--- src/rtl/sar_pkg.sv ---
package sar_pkg;
  localparam int unsigned WORD_W = 24;
  localparam int unsigned RES_A  = 16;
  localparam int unsigned RES_B  = 20;

  typedef enum logic [1:0] {
    FMT_LJ  = 2'b00,
    FMT_I2S = 2'b01,
    FMT_RJ  = 2'b10,
    FMT_RJ2 = 2'b11
  } fmt_e;
endpackage

--- src/rtl/sar_sync.sv ---
module sar_sync #(
  parameter int unsigned WIDTH  = 3,
  parameter int unsigned STAGES = 2
) (
  input  logic             clk_i,
  input  logic             rst_ni,
  input  logic [WIDTH-1:0] d_i,
  output logic [WIDTH-1:0] q_o
);
  logic [WIDTH-1:0] stage_q [STAGES];

  for (genvar s = 0; s < STAGES; s++) begin : g_stage
    if (s == 0) begin : g_first
      always_ff @(posedge clk_i or negedge rst_ni) begin
        if (!rst_ni) stage_q[0] <= '0;
        else         stage_q[0] <= d_i;
      end
    end else begin : g_next
      always_ff @(posedge clk_i or negedge rst_ni) begin
        if (!rst_ni) stage_q[s] <= '0;
        else         stage_q[s] <= stage_q[s-1];
      end
    end
  end

  assign q_o = stage_q[STAGES-1];
endmodule

--- src/rtl/sar_frame.sv ---
module sar_frame (
  input  logic clk_i,
  input  logic rst_ni,
  input  logic sck_s_i,
  input  logic lrck_s_i,
  input  logic i2s_i,
  output logic rise_o,
  output logic start_o,
  output logic done_o,
  output logic done_left_o
);
  logic sck_q, lrck_prev_q, fs_q, seen_q, armed_q;
  logic fs;

  assign rise_o = sck_s_i & ~sck_q;
  // I2S: channel select lags one bit and is inverted, mapping it onto justified timing
  assign fs          = i2s_i ? ~lrck_prev_q : lrck_s_i;
  assign start_o     = rise_o & seen_q & (fs != fs_q);
  assign done_o      = start_o & armed_q;
  assign done_left_o = fs_q;

  always_ff @(posedge clk_i or negedge rst_ni) begin
    if (!rst_ni) begin
      sck_q       <= 1'b0;
      lrck_prev_q <= 1'b0;
      fs_q        <= 1'b0;
      seen_q      <= 1'b0;
      armed_q     <= 1'b0;
    end else begin
      sck_q <= sck_s_i;
      if (rise_o) begin
        lrck_prev_q <= lrck_s_i;
        fs_q        <= fs;
        seen_q      <= 1'b1;
        if (start_o) armed_q <= 1'b1;
      end
    end
  end

  p_rise_isolated_r8: assert property (@(posedge clk_i) disable iff (!rst_ni)
    rise_o |=> !rise_o);
  p_start_flips_frame_r9: assert property (@(posedge clk_i) disable iff (!rst_ni)
    start_o |=> (fs_q != $past(fs_q)) && armed_q);
endmodule

--- src/rtl/sar_capture.sv ---
module sar_capture #(
  parameter int unsigned WORD_W = sar_pkg::WORD_W,
  parameter int unsigned RES_A  = sar_pkg::RES_A,
  parameter int unsigned RES_B  = sar_pkg::RES_B
) (
  input  logic              clk_i,
  input  logic              rst_ni,
  input  logic              rise_i,
  input  logic              start_i,
  input  logic              sd_i,
  input  logic              rj_i,
  input  logic [1:0]        res_i,
  output logic [WORD_W-1:0] word_o
);
  localparam int unsigned CNT_W = $clog2(WORD_W + 1);
  localparam int unsigned SH_A  = WORD_W - RES_A;
  localparam int unsigned SH_B  = WORD_W - RES_B;

  logic [WORD_W-1:0] acc_q, acc_n, sh_q, sh_n;
  logic [CNT_W-1:0]  cnt_q, cnt_n;
  logic [WORD_W-1:0] rj_word;

  always_comb begin
    acc_n = acc_q;
    sh_n  = sh_q;
    cnt_n = cnt_q;
    if (start_i) begin
      acc_n             = '0;
      acc_n[WORD_W-1]   = sd_i;
      sh_n              = {{(WORD_W-1){1'b0}}, sd_i};
      cnt_n             = CNT_W'(1);
    end else begin
      for (int i = 0; i < WORD_W; i++) begin
        if (cnt_q == CNT_W'(WORD_W - 1 - i)) acc_n[i] = sd_i;
      end
      sh_n = {sh_q[WORD_W-2:0], sd_i};
      if (cnt_q != CNT_W'(WORD_W)) cnt_n = cnt_q + CNT_W'(1);
    end
  end

  always_ff @(posedge clk_i or negedge rst_ni) begin
    if (!rst_ni) begin
      acc_q <= '0;
      sh_q  <= '0;
      cnt_q <= '0;
    end else if (rise_i) begin
      acc_q <= acc_n;
      sh_q  <= sh_n;
      cnt_q <= cnt_n;
    end
  end

  always_comb begin
    unique case (res_i)
      2'd0:    rj_word = sh_q << SH_A;
      2'd1:    rj_word = sh_q << SH_B;
      default: rj_word = sh_q;
    endcase
  end

  assign word_o = rj_i ? rj_word : acc_q;

  p_cnt_restart_r5: assert property (@(posedge clk_i) disable iff (!rst_ni)
    (rise_i && start_i) |=> cnt_q == CNT_W'(1));
  p_cnt_bounded_r4: assert property (@(posedge clk_i) disable iff (!rst_ni)
    cnt_q <= CNT_W'(WORD_W));
endmodule

--- src/rtl/serial_audio_rx.sv ---
module serial_audio_rx #(
  parameter int unsigned WORD_W      = sar_pkg::WORD_W,
  parameter int unsigned SYNC_STAGES = 2
) (
  input  logic              clk_i,
  input  logic              rst_ni,
  input  logic              sck_i,
  input  logic              lrck_i,
  input  logic              sd_i,
  input  logic [1:0]        fmt_i,
  input  logic [1:0]        res_i,
  output logic [WORD_W-1:0] left_o,
  output logic [WORD_W-1:0] right_o,
  output logic              valid_o
);
  import sar_pkg::*;

  localparam int unsigned LOW_A = WORD_W - RES_A;

  logic [2:0] raw, syn;
  logic rise, start, done, done_left;
  logic [WORD_W-1:0] word;
  logic [WORD_W-1:0] lhold_q;
  logic lhv_q;
  logic rj, i2s;

  assign raw = {sd_i, lrck_i, sck_i};
  assign rj  = fmt_i[1];
  assign i2s = (fmt_e'(fmt_i) == FMT_I2S);

  sar_sync #(.WIDTH(3), .STAGES(SYNC_STAGES)) i_sync (
    .clk_i (clk_i),
    .rst_ni(rst_ni),
    .d_i   (raw),
    .q_o   (syn)
  );

  sar_frame i_frame (
    .clk_i      (clk_i),
    .rst_ni     (rst_ni),
    .sck_s_i    (syn[0]),
    .lrck_s_i   (syn[1]),
    .i2s_i      (i2s),
    .rise_o     (rise),
    .start_o    (start),
    .done_o     (done),
    .done_left_o(done_left)
  );

  sar_capture #(.WORD_W(WORD_W)) i_capture (
    .clk_i  (clk_i),
    .rst_ni (rst_ni),
    .rise_i (rise),
    .start_i(start),
    .sd_i   (syn[2]),
    .rj_i   (rj),
    .res_i  (res_i),
    .word_o (word)
  );

  always_ff @(posedge clk_i or negedge rst_ni) begin
    if (!rst_ni) begin
      lhold_q <= '0;
      lhv_q   <= 1'b0;
      left_o  <= '0;
      right_o <= '0;
      valid_o <= 1'b0;
    end else begin
      valid_o <= 1'b0;
      if (done && done_left) begin
        lhold_q <= word;
        lhv_q   <= 1'b1;
      end else if (done && lhv_q) begin
        left_o  <= lhold_q;
        right_o <= word;
        valid_o <= 1'b1;
        lhv_q   <= 1'b0;
      end
    end
  end

  p_valid_one_cycle_r8: assert property (@(posedge clk_i) disable iff (!rst_ni)
    valid_o |=> !valid_o);
  p_valid_after_edge_r8: assert property (@(posedge clk_i) disable iff (!rst_ni)
    valid_o |-> $past(rise));
  p_hold_between_r8: assert property (@(posedge clk_i) disable iff (!rst_ni)
    !valid_o && !$past(valid_o) |-> $stable(left_o) && $stable(right_o));
  p_rj16_low_zero_r6: assert property (@(posedge clk_i) disable iff (!rst_ni)
    (valid_o && rj && res_i == 2'd0) |->
      (left_o[LOW_A-1:0] == '0) && (right_o[LOW_A-1:0] == '0));
endmodule

--- config.mk ---
export PLATFORM = sky130hd
export DESIGN_NAME = serial_audio_rx
export DESIGN_NICKNAME = d
export VERILOG_FILES = /design/src/rtl/sar_pkg.sv /design/src/rtl/sar_sync.sv /design/src/rtl/sar_frame.sv /design/src/rtl/sar_capture.sv /design/src/rtl/serial_audio_rx.sv
export SDC_FILE = /design/constraint.sdc
export NUM_CORES = 1
export LEC_CHECK = 0
export ABC_AREA = 1
export ABC_CLOCK_PERIOD_IN_PS = 1900
export BUFFER_PORTS_ARGS = -buffer_cell sky130_fd_sc_hd__buf_2
export CORE_MARGIN = 5
export CORE_UTILIZATION = 59
export CTS_CLUSTER_DIAMETER = 100
export DETAILED_ROUTE_END_ITERATION = 10
export GPL_ROUTABILITY_DRIVEN = 1
export HOLD_SLACK_MARGIN = 0.06
export PLACE_DENSITY = 0.76
export SYNTH_ARGS = -nofsm -noshare
export SYNTH_HDL_FRONTEND = slang
export SYNTH_SLANG_ARGS = --single-unit
--- constraint.sdc ---
create_clock -name clk_i -period 1.9 [get_ports clk_i]
set_input_delay 0.095 -clock clk_i [delete_from_list [all_inputs] [get_ports clk_i]]
set_output_delay 0.095 -clock clk_i [all_outputs]
set_load 0.05 [all_outputs]
==> metrics.md <==
| Metric | Value |
|---|---|
| Outcome | complete, no violations |
| Multiplexer share of the synthesized area | 0% |
| Final setup vio count | 0 |
| CP arrival | between 2 and 2.5 ns |
| I/O Pins | a little under 60 |
| Die X | ~110 um |
| Critical Path Start Type | flip-flop |
| WHS | between 0.1 and 0.15 ns |
| XOR/XNOR Fraction of Synth Area | less than 1% |
| Clk_lat worst skew | 0.53 ns |
| WP data required | approximately 2.3 ns |
| Unique masters post-synth | 21 |
| Sw power | approximately 4400 uW |
| Final #Nets | approximately 900 |
| Combinational Power Share | between 30% and 40% |
| FF-to-FF setup slack | roughly 0.28 ns |
| Core area | roughly 0.011 mm^2 |
| Crit share post-route | around 85% |
| RSZ-0062 raised after global routing | no |
| Reg-to-reg startpoint | i_capture.cnt_q[0] |
| Flop pwr share | a little under two fifths |
| Placed wire-length estimate | between 9 and 10 mm |
| Average vias per placed instance | approximately 5.4 |
| Post-Synth Simple-Gate Area | about a quarter |
| Sequential element share of the synthesized area | around 53% |
| GRT met3 Usage | roughly 4.3% |
| Die ar. | 0.0132 mm^2 |
| Reg2reg end | i_capture.cnt_q[3] |
| P_int | a little under 7000 uW |
| CTS tree | built |
| Grt ovf | 0 |
| Pwr Total | ~11000 uW |
| Critical path peak fanout | 5 |
| Largest family of logic cells by synthesized area | simple AND/OR/NAND/NOR gates |
| CTS H-tree lvls | 4 |
| Crit end category | flip-flop |
| Post CTS Setup Buffer Count | 0 |
| Initial core utilization | 59.9% |
| Antenna-violating nets left | 0 |
| CTS max path bufs | 2 |
| Net count after synthesis | 830 |
| I/O Buffers | 57 |
| Worst Skew | roughly 0.0081 ns |
| #FFs+latches synth | roughly 140 |
| Hold WC Path Type | input port to asynchronous set/reset pin |
| Final Util | 70.3% |
| First-pass GRT wire length | roughly 26 mm |
| Sink Count | 138 |
| Syn Area/Cell | 7.93 um^2 |
| GP Congestion | 0.883 |
| Final Critical Period | approximately 1.6 ns |
| Row Count | 38 |
| Vias post-DR | between 5k and 6k |
| TritonCTS buffer count | 17 |
| Pwr Density | ~1500 mW/mm^2 |
| Maxcap violations | 0 |
| Sw Share | about 40% |
| Post-synthesis adder-cell area fraction | less than 1% |
| Initial drt markers | 487 |
| Worst vdd ir | between 0.001 and 0.0015 V |
| Initial antenna violation count | 0 |
| WL final | between 10 and 15 mm |
| Worst r2r path cells | 9 |
| # fillers | 868 |
| Share of cells above drive strength 1 | between 10% and 20% |
| Global-route met2 utilization | between 30% and 40% |
| Diode count | 0 |
| Lkg Pwr | approximately 0.0042 uW |
| Synth warn | 0 |
| Clock power frac | 31.3% |
| Clock transition at path regs | approximately 0.060 ns |
| Most frequent cells in the layout | nand2_1, dfrtp_1, inv_1 |
| Die Y | 115 um |
| P&R area growth vs syn | 17.3% |
| Synthesized instance count | roughly 820 |
| DR pass1 iterations | 5 |
| Compound-gate portion of the synthesized area | 9.09% |
| DP Area | 0.00691 mm^2 |
| CP Class | flip-flop to flip-flop |
| Relative slew slack | 30.6% |
| Largest net degree at the start of global routing | 55 |
| Post-Syn Area | 0.00647 mm^2 |
| Fin Setup TNS | 0 ns |
| DR WL/cell | ~15 um |
| Final hold viol count | 0 |
| Vias in the first global route | just over 5k |
| Number of gates resized after cts | 0 |
| GRT Util Overall | between 20% and 30% |
| Fmax | about 620 MHz |
| Commonest non-fill, non-tap cell in the layout | nand2_1 |
| Met1 global-route usage | 35.2% |
| DRC | 0 |
| Root Driver | clkbuf_8 |
| Pins Over Slew Limit | 0 |
| Slew @ Worst Pin | ~1.0 ns |
| Gr busiest metal | met2 |
| Post-route cell area | approximately 0.0076 mm^2 |
-- worst max-delay path by stage --
stage	startpoint	endpoint	slack [ns]	cells past startpoint
2_1_floorplan	i_frame.sck_q	left_o[16]	0.44	8
6_report	i_capture.cnt_q[0]	i_capture.cnt_q[3]	0.28	9
3_3_place_gp	res_i[1]	right_o[11]	0.36	8
4_1_cts	i_sync.q_o[0]	left_o[16]	0.32	8
3_5_place_dp	res_i[1]	lhold_q[19]	0.32	6
5_1_grt	i_capture.cnt_q[0]	i_capture.cnt_q[3]	0.12	9
-- area by class of cell --
| cell class | instances | area (um^2) | share of cell area (%) |
|---|---|---|---|
| Sequential cell | 138 | 3450 | 45.5 |
| Multi-Input combinational cell | 520 | 2390 | 31.5 |
| Timing Repair Buffer | 76 | 509 | 6.71 |
| Inverter | 115 | 432 | 5.69 |
| Clock buffer | 17 | 414 | 5.46 |
| Clock inverter | 15 | 214 | 2.82 |
| Tap cell | 140 | 175 | 2.31 |
-- layer usage --
metal,share of wire (%),vias up
met5,0,-
met4,1.3,0
met3,6.8,21
met2,47,187
met1,45,2593
li1,-,2662
-- metrics by stage --
| stage | std cells | setup slack (ns) |
|---|---|---|
| 2_1_floorplan | 816 | 0.441 |
| 3_3_place_gp | 984 | 0.359 |
| 3_5_place_dp | 984 | 0.316 |
| 4_1_cts | 1021 | 0.317 |
| 5_1_grt | 1021 | 0.116 |
| 6_report | 1021 | 0.285 |
-- cells by family (layout without fill, tap and decap cells) --
kind of cell / Yosys count / in the layout
simple gates: 409 / 409
fa+ha+maj: 5 / 5
flops: 138 / 138
xor+xnor: 2 / 2
buf+inv: 158 / 223
compound gates: 104 / 104
-- cells in the mapped netlist --
library cell | number | area [um^2]
nand3_4 | 1 | 17.5
inv_1 | 113 | 424
xor2_1 | 2 | 17.5
ha_1 | 5 | 62.6
nand4_1 | 2 | 12.5
nor2_1 | 26 | 97.6
o22ai_1 | 4 | 25.0
o211ai_1 | 25 | 188
or2_2 | 16 | 100
buf_1 | 1 | 3.75
nand2_1 | 278 | 1040
buf_6 | 2 | 22.5
buf_4 | 1 | 7.51
nand3_1 | 83 | 415
a21oi_1 | 25 | 125
dfrtp_1 | 138 | 3450
clkbuf_1 | 26 | 97.6
inv_2 | 2 | 7.51
buf_2 | 13 | 65.1
o21ai_0 | 50 | 250
nor2_4 | 3 | 33.8
-- critical path, stage by stage, from the launching register on --
cell and delay (ns):
dfrtp_1 0.42, inv_1 0.11, ha_1 0.18, inv_1 0.08, nor2_1 0.17, nand2_1 0.13
nand2_1 0.16, nor2_1 0.07, a21oi_1 0.12, nor2_1 0.05
-- sequential cells by signal (all words and copies together), names as in the netlist, 3 cells and up --
name and cells:
left_o 24, i_capture.cnt_q 5, i_sync.stage_q 3, i_sync.q_o 3
i_capture.acc_q 24, i_capture.sh_q 24, lhold_q 24, right_o 24
-- power by group through the flow --
| stage | Combinational (uW) | Clock [uW] | Sequential [uW] |
|---|---|---|---|
| 6_report | 3430 | 3490 | 4230 |
| 2_1_floorplan | 1200 | 0 | 5500 |
| 4_1_cts | 3450 | 3550 | 4220 |
| 5_1_grt | 3720 | 3690 | 4320 |
| 3_3_place_gp | 3340 | 0 | 4230 |
| 3_5_place_dp | 3410 | 0 | 4250 |
-- timing repair --
| action | in CTS | in global routing |
|---|---|---|
| endpoints found under the hold margin | 142 | 0 |
| endpoints found under the setup margin | 0 | 0 |
| hold buffers | 5 | 0 |
(Power assumes the default switching activity.)
